[src/rtl/pwr_mode_ctl.sv]
module pwr_mode_ctl (
  input  logic       clk,
  input  logic       rst_n,
  input  logic       cfg_we,
  input  logic [1:0] cfg_cpum,
  input  logic       cfg_slow,
  input  logic       hs_stop,
  input  logic       t0_sw_en,
  input  logic       tc0_sw_en,
  input  logic       tc1_sw_en,
  input  logic       wake_p0,
  input  logic       wake_p1,
  input  logic       t0_tmo,
  input  logic       tc0_tmo,
  output logic [1:0] mode,
  output logic       ls_osc_en,
  output logic       hs_osc_en,
  output logic       cpu_clk_en,
  output logic       wdt_en,
  output logic       t0_en,
  output logic       tc0_en,
  output logic       tc1_en,
  output logic       irq_ext_en,
  output logic       irq_tc0_en,
  output logic       irq_int_en
);
  localparam logic [1:0] M_NORM  = 2'b00;
  localparam logic [1:0] M_SLOW  = 2'b01;
  localparam logic [1:0] M_GREEN = 2'b10;
  localparam logic [1:0] M_SLEEP = 2'b11;

  logic [1:0] mode_q, mode_d;
  logic       saved_slow_q, saved_slow_d;

  wire port_wake = wake_p0 | wake_p1;
  wire idle_wake = port_wake | t0_tmo | tc0_tmo;
  wire running   = (mode_q == M_NORM) | (mode_q == M_SLOW);
  wire awake     = (mode_q != M_SLEEP);

  always_comb begin
    mode_d       = mode_q;
    saved_slow_d = saved_slow_q;
    unique case (mode_q)
      M_NORM, M_SLOW: if (cfg_we) begin
        unique case (cfg_cpum)
          2'b01: mode_d = M_SLEEP;
          2'b10: begin
            mode_d       = M_GREEN;
            saved_slow_d = (mode_q == M_SLOW);
          end
          default: mode_d = cfg_slow ? M_SLOW : M_NORM;
        endcase
      end
      M_GREEN: if (idle_wake) mode_d = saved_slow_q ? M_SLOW : M_NORM;
      M_SLEEP: if (port_wake) begin
        mode_d       = M_NORM;
        saved_slow_d = 1'b0;
      end
    endcase
  end

  always_ff @(posedge clk or negedge rst_n) begin
    if (!rst_n) begin
      mode_q       <= M_NORM;
      saved_slow_q <= 1'b0;
    end else begin
      mode_q       <= mode_d;
      saved_slow_q <= saved_slow_d;
    end
  end

  assign mode       = mode_q;
  assign ls_osc_en  = awake;
  assign hs_osc_en  = (mode_q == M_NORM) | (awake & ~hs_stop);
  assign cpu_clk_en = running;
  assign wdt_en     = running;
  assign t0_en      = t0_sw_en & awake;
  assign tc0_en     = tc0_sw_en & awake;
  assign tc1_en     = tc1_sw_en & running;
  assign irq_ext_en = awake;
  assign irq_tc0_en = awake;
  assign irq_int_en = running;
endmodule


[config.mk]
export PLATFORM = sky130hd
export DESIGN_NAME = pwr_mode_ctl
export DESIGN_NICKNAME = d
export VERILOG_FILES = /design/src/rtl/pwr_mode_ctl.sv
export SDC_FILE = /design/constraint.sdc
export NUM_CORES = 1
export LEC_CHECK = 0
export BUFFER_PORTS_ARGS = -buffer_cell sky130_fd_sc_hd__buf_2
export CAP_MARGIN = 20
export CORE_AREA = 4 4 41 43
export CTS_CLUSTER_DIAMETER = 100
export CTS_CLUSTER_SIZE = 16
export DETAILED_ROUTE_END_ITERATION = 7
export DIE_AREA = 0 0 45 47
export MAX_ROUTING_LAYER = met4
export PLACE_DENSITY = 0.52
export SLEW_MARGIN = 20
export SYNTH_ARGS = -nofsm -noshare
export SYNTH_HDL_FRONTEND = slang
export SYNTH_SLANG_ARGS = --single-unit
[constraint.sdc]
create_clock -name clk -period 1.07 [get_ports clk]
set_input_delay 0.107 -clock clk [delete_from_list [all_inputs] [get_ports clk]]
set_output_delay 0.107 -clock clk [all_outputs]
set_load 0.05 [all_outputs]
# Word level (Yosys, flattened, before mapping)
# Index checks and enable logic that the tools add are counted.
# classes
addsub,0
multipliers,0
div,0
order_cmp,0
eq_ne,10
shifts,0
muxes,11
bitwise_logic,10
reduce_logical,5
# ops
operator,n
!= test 2 bit (second input constant),4
== test 2 bit (second input constant),3
2-to-1 mux 2 bit,3
case mux 2 bit (3 select lines),1
2-to-1 mux 1 bit,5
OR 1 bit,5
bitwise AND 1 bit,4
== test 2 x 1 -> 1 bit (second input constant),2
case mux 2 bit (2 select lines),1
AND reduction 4 bit,1
AND reduction 3 bit,1
zero test 2 bit,1
!= test 2 x 1 -> 1 bit (second input constant),1
case mux 1 bit (2 select lines),1
nonzero test 2 bit,1
OR reduction 2 bit,1
inverter 1 bit,1
# totals
register_bits,3
latchBits,0
ramBits,0
romBits,0
in_bits,14
output_inout_bits,12
mem_count,0

# Depth between registers and ports, before layout
# Gate-level depths: netlist of the first run.
# logic_depth
depth_word,5
ltp_mapped,5
depth_no_buf,5

# Worst setup path after synthesis of the first run
# Ideal clock, no wire load.
# synth_path
kind,flip-flop to output port
startpoint,register mode_q[0] (netlist: mode[0])
endpoint,output port hs_osc_en
arrival_time_ps,1801
t_required_ps,963
slack_ps,-838
path_stages_with_launch,2
path_buffers,0
cell_sequence,dfrtp_1 > o21ai_0
# synth_via
elab_chain_len,3
# synth_rtl
element,line_no,source
start: declaration,32,"logic [1:0] mode_q, mode_d;"
start signal: assignment,67,mode_q <= mode_d;
!= test 2 bit,38,wire awake = (mode_q != M_SLEEP);
bitwise AND 1 bit,74,assign hs_osc_en = (mode_q == M_NORM) | (awake & ~hs_stop);
OR 1 bit (*),74,
end: declaration,17,"output logic hs_osc_en,"
# Mark *: on every way between the ends. The rest lies on a longest branch, timed or not.

# Worst setup path in the final report of the first run
# layout_path
startpoint,register mode_q[0] (netlist: mode[0])
endpoint,output port tc0_en
# layout_via
elab_chain_len,2
# layout_rtl
element,line_no,source
!= test 2 bit,38,
bitwise AND 1 bit,78,assign tc0_en = tc0_sw_en & awake;
end: declaration,21,"output logic tc0_en,"
# No other way between the ends.

==> results.yml, run 1 <==
outcome:
  status: "finished, violations left"
  violations: "setup timing"
sta:
  worst_pin_slew_ns: 0.229
  fmax_mhz: 800
  rsz0062_at_grt: "yes"
  relSlewSlack_pct: 84.6
  setup_violations: 13
  finalCriticalPeriod_ns: 1.25
  fin_crit_sh_pct: 117
  slew_violations: 0
  finalHoldViolCount: 0
  fin_ws_ns: -0.180
  skew_ns: 0.00356
floorplan:
  start_util_pct: 21.4
  core.rowCount: 13
  ios: 26
  die_height_um: 47
  core_mm2: 0.00130
  die_area_mm2: 0.00212
  die_x_um: 45
worst_setup_path:
  cpPeakStageDelay_ns: 0.51
  reg2reg_from: "mode[1]$_DFFE_PN0P_"
  worstSetupEndpoint: "tc0_en"
  r2r-end: "mode[0]$_DFFE_PN0P_"
  crit_cells: 3
  worstPathArrival_ns: 1.14
  slowest_stage: "dfrtp_4"
  crit_family: "flip-flops"
  crit_fanout: 6
  reg2reg_depth: 3
  crit_required_ns: 0.96
  ff2ff_setup_slack_ns: -0.03
  endpoint_kind: "primary output"
  path_buf_inv: 1
  cp_cell_sequence: "nand2_4 -> and2_4 -> buf_8"
  criticalPathCategory: "register to primary output"
  startpoint: "mode[0]$_DFFE_PN0P_"
  cp-start-kind: "register"
grt:
  grt_pass1_vias: 343
  grt_max_degree: 7
  grt_pass1_wl_mm: 1.31
  grt_usage_pct: 9.22
  antenna_found_initial: 0
  grt-ovfl-total: 0
drt:
  drc: 0
  drt_iter0_drc: 1
  vias: 353
  detail-route-antenna-nets: 0
  via_per_inst: 4.20
  routed_wl_um: 890
  wl_per_cell_um: 10.6
  drt-pass1-iter-count: 2
finish:
  areaGrowthSynthToFinish_pct: 127
  nNetsFinal: 86
  final_cells: 84
  final_layout_size_suffix_gt1_share_pct: 72.5
  antenna_cells: 0
yosys:
  syn_area_per_cell_um2: 7.97
  yosysTopAreaCellShare_pct: 26.9
  synth.area.top_cells: "dfrtp_1, buf_4, ha_1, nor2_1, o41ai_2"
  netlist_instances: 35
  ys_seq_area_share_pct: 26.9
  yosysWarnings: 0
  syn_nets: 51
  ys_types: 16
  yosys.area.top_type: "dfrtp_1"
  ys_seq_elements: 3
  syn_area_um2: 279
pwr:
  p_per_area_mw_per_mm2: 1570
  ir_drop_v: 0.000431
  p_leak_nw: 0.317
clock_network:
  cts_tree: "built"
  clockBufferDepth: 2
  numCtsBuffers: 3
  clk_pin_slew_ns: 0.04
  numClockSinks: 3
  root_buffer: "clkbuf_4"
  clk_latency_ns: 0.24
  h-tree-depth: 1
placed_design:
  place_inst: 77
  place.gp.congestion: 0.727
  post-place-ws_ns: -0.0411
  io_buffers: 25
  dp_hpwl_um: 683
worst_hold_path:
  holdCritPathClass: "input port to register"
  min_path_cells: 2
job:
  drv_cap: 0
-- where the power goes --
group | internal (mW) | switching [mW]
Clock | 0.140 | 0.0620
Sequential | 0.145 | 0.0407
Combinational | 0.266 | 0.343
-- worst register-to-register path, stage by stage, from the launching register on --
cell and delay [ns]:
dfrtp_4 0.51, buf_4 0.18, a211o_1 0.27, o21ai_1 0.07
-- registers in the layout (all words and copies together) (netlist names) --
name and cells:
saved_slow_q 1, mode 2
-- area by class of cell --
type                            instances  area (µm²)
Clock buffer                            4        26.3
Fill cell                             130         668
Inverter                                3        15.0
Multi-Input combinational cell         25         209
Sequential cell                         3        82.6
Tap cell                               15        18.8
Timing Repair Buffer                   34         282
-- per-stage QoR --
stage	hold WS [ns]	area [µm²]	power [mW]	utilization (%)	setup TNS, ns
floorplan	-0.189	320	0.523	-	-1.85
global placement	-0.0958	472	0.639	36.3	-0.108
detailed placement	-0.0975	472	0.638	36.3	-0.149
CTS	0.0896	609	0.973	46.8	-1.73
global route	0.0924	633	1.06	48.7	-2.08
finish	0.0993	633	0.996	48.7	-1.50
-- kinds of logic (layout without fill, tap and decap cells) --
group,after synthesis,count (layout),synth area share [%]
compound gates,10,10,26.9
fa+ha+maj,2,2,8.97
buf+inv,7,41,14.8
simple gates,12,12,18.8
mux,1,1,3.59
flops,3,3,26.9
-- synth_stat cells --
cell      instances
nor2b_1           1
inv_1             3
o41a_1            1
a211o_1           1
a311oi_1          1
mux2i_1           1
o21ai_1           2
o41ai_2           1
o21ai_0           2
buf_4             4
a21oi_1           2
nand2_1           4
nor2_1            5
and2_1            2
ha_1              2
dfrtp_1           3
-- how the worst min path moves through the flow --
stage | start | endpoint | slack, ns
2_1_floorplan | rst_n | saved_slow_q$_DFFE_PN0P_ | -0.19
6_report | wake_p0 | mode[1]$_DFFE_PN0P_ | 0.1
4_1_cts | wake_p0 | mode[1]$_DFFE_PN0P_ | 0.09
3_3_place_gp | rst_n | saved_slow_q$_DFFE_PN0P_ | -0.1
5_1_grt | wake_p1 | mode[1]$_DFFE_PN0P_ | 0.09
3_5_place_dp | rst_n | saved_slow_q$_DFFE_PN0P_ | -0.1
-- what timing repair did --
item,4_1_cts,5_1_grt
buffers inserted,3,0
hold buffers,1,0
endpoints found under the hold margin,3,0
resized for setup,27,7
endpoints found under the setup margin,14,15
pin swaps,2,4
-- placed cells by master (no fill, tap or decap), types with 2 or more instances in the layout --
cell	count
buf_8	3
buf_2	13
buf_4	8
inv_1	2
nor2_1	3
buf_6	9
ha_1	2
and2_4	2
nor2_4	2
dfrtp_4	2
nand2_1	2
clkbuf_4	3
o21ai_1	3
-- routing by layer --
layer,part of all wire [%],up-vias,global-route usage (%),wire length (µm)
met3,7.5,2,1.15,67
met5,0,-,-,0
li1,-,186,-,-
met4,1.8,0,8.77,16
met2,51,14,13.8,450
met1,40,151,10.5,357
Power figures use the tool's default switching activity.
==> inputs of run 2 (changes only) <==
--- a/config.mk
+++ b/config.mk
@@ -8,6 +8,7 @@
 export BUFFER_PORTS_ARGS = -buffer_cell sky130_fd_sc_hd__buf_2
 export CAP_MARGIN = 20
 export CORE_AREA = 4 4 41 43
+export CTS_BUF_LIST = sky130_fd_sc_hd__clkbuf_8
 export CTS_CLUSTER_DIAMETER = 100
 export CTS_CLUSTER_SIZE = 16
 export DETAILED_ROUTE_END_ITERATION = 7
==> run 2 against run 1 <==
The run still ends with setup timing left; flip-flop and latch count did not move; non-clock buffer count did not move; global-route usage rose by 0.33 points; total power rose by 11%; wire length rose by 2.5%; combinational power fell by 2%; via count rose by 0.85%; clock power rose by 60%; highest routed layer unchanged.
==> results.yml, run 2 (synthesis results as in run 1) <==
outcome:
  status: "finished, violations left"
  violations: "setup timing"
finish:
  antenna_cells: 0
  regArea_um2: 82.6
  areaGrowthSynthToFinish_pct: 130
  stdcell_area_um2: 643
  final_cell_mix: "buf_2, buf_4, buf_6"
  largest_reg_flops: 2
  nFillCells: 126
  final_layout_size_suffix_gt1_share_pct: 72.5
  final_common_cell: "buf_2"
  multiInputGateArea_um2: 204
  nNetsFinal: 86
worst_setup_path:
  ff2ff_setup_slack_ns: -0.09
  reg2reg_depth: 5
  reg2reg_from: "mode[0]$_DFFE_PN0P_"
  crit_required_ns: 0.96
  endpoint_kind: "primary output"
  criticalPathCategory: "register to primary output"
  crit_fanout: 6
  r2r-end: "mode[0]$_DFFE_PN0P_"
  worstPathArrival_ns: 1.12
  cp-start-kind: "register"
worst_hold_path:
  worstHoldEndpoint: "mode[1]$_DFFE_PN0P_"
  min-delay-start: "wake_p0"
  min_path_cells: 2
  holdCritPathClass: "input port to register"
pwr:
  p_per_area_mw_per_mm2: 1710
  ir_drop_v: 0.000577
  p_leak_nw: 0.328
clock_network:
  cts_tree: "built"
  numCtsBuffers: 3
  h-tree-depth: 1
  root_buffer: "clkbuf_8"
  clk_pin_slew_ns: 0.03
  numClockSinks: 3
  clk_latency_ns: 0.22
  clockBufferDepth: 2
drt:
  via_per_inst: 4.24
  drt-pass1-iter-count: 4
  detail-route-antenna-nets: 0
  vias: 356
  routed_wl_um: 912
  drt_iter0_drc: 4
  wl_per_cell_um: 10.9
  drc: 0
grt:
  grt_pass1_vias: 346
  grt_max_degree: 7
  antenna_found_initial: 0
  grt_usage_pct: 9.55
  grt-ovfl-total: 0
  grt_pass1_wl_mm: 1.37
floorplan:
  die_x_um: 45
  core_mm2: 0.00130
  start_util_pct: 21.4
  ios: 26
  die_height_um: 47
  core.rowCount: 13
  die_area_mm2: 0.00212
sta:
  finalHoldViolCount: 0
  fin_crit_sh_pct: 114
  relSlewSlack_pct: 80.1
  skew_ns: 0.00242
  setup_tns_ns: -1.33
  setup_violations: 14
  rsz0062_at_grt: "yes"
  fmax_mhz: 818
  worst_pin_slew_ns: 0.295
  fin_ws_ns: -0.153
  slew_violations: 0
  finalCriticalPeriod_ns: 1.22
placed_design:
  io_buffers: 25
  dpl_cell_area_um2: 472
  place.gp.congestion: 0.727
  dp_hpwl_um: 683
job:
  drv_cap: 0
run 2: cell count changes in the layout (fill, tap and decap cells not counted), sizes merged:
cell / previous run / this run
clkbuf: 4 / 3
inv: 2 / 3
run 2: stage by stage:
step                      hold slack [ns]  total power, mW  util, %  setup WS [ns]  instances
after floorplan                    -0.189            0.523        -         -0.317         35
after global placement            -0.0958            0.639     36.3        -0.0415         77
after detailed placement          -0.0975            0.638     36.3        -0.0411         77
after CTS                           0.110             1.10     48.6         -0.151         84
after global routing                0.118             1.17     49.4         -0.187         84
final                               0.112             1.10     49.4         -0.153         84
run 2: critical path, stage by stage, from the launching register on:
cell	delay [ns]
dfrtp_4	0.50
nand2_4	0.11
and2_4	0.15
buf_8	0.13
run 2: timing repair:
| action | in CTS | in global routing |
|---|---|---|
| pin swaps | 2 | 1 |
| endpoints found under the hold margin | 3 | 0 |
| gates resized for setup | 28 | 3 |
| endpoints found under the setup margin | 14 | 14 |
| cloned | 0 | 0 |
| hold buffers | 1 | 0 |
| buffers inserted | 2 | 0 |
run 2: how the worst max path moves through the flow:
stage | end | from | slack, ns
floorplan | hs_osc_en | mode[1]$_DFFE_PN0P_ | -0.32
global placement | saved_slow_q$_DFFE_PN0P_ | mode[1]$_DFFE_PN0P_ | -0.04
detailed placement | saved_slow_q$_DFFE_PN0P_ | mode[1]$_DFFE_PN0P_ | -0.04
CTS | hs_osc_en | mode[1]$_DFFE_PN0P_ | -0.15
global route | hs_osc_en | mode[1]$_DFFE_PN0P_ | -0.19
finish | tc0_en | mode[0]$_DFFE_PN0P_ | -0.15
run 2: cell type report:
cell class                      count  share of cell area [%]
Timing Repair Buffer               34                    43.2
Inverter                            3                    2.33
Tap cell                           15                    2.92
Clock buffer                        3                    6.42
Multi-Input combinational cell     25                    31.7
Clock inverter                      1                   0.584
Sequential cell                     3                    12.8
run 2: layer usage:
metal  wire [µm]  vias to the layer above  global-route usage, %
li1            -                      186                      -
met1         371                      154                   11.2
met2         456                       14                   14.1
met3          68                        2                   1.15
met4          16                        0                   8.77
met5           0                        -                      -
run 2: where the power goes:
| group | switching [mW] | internal [mW] |
|---|---|---|
| combinational | 0.338 | 0.256 |
| sequential | 0.0400 | 0.145 |
| clock | 0.0785 | 0.245 |
| total | 0.457 | 0.646 |
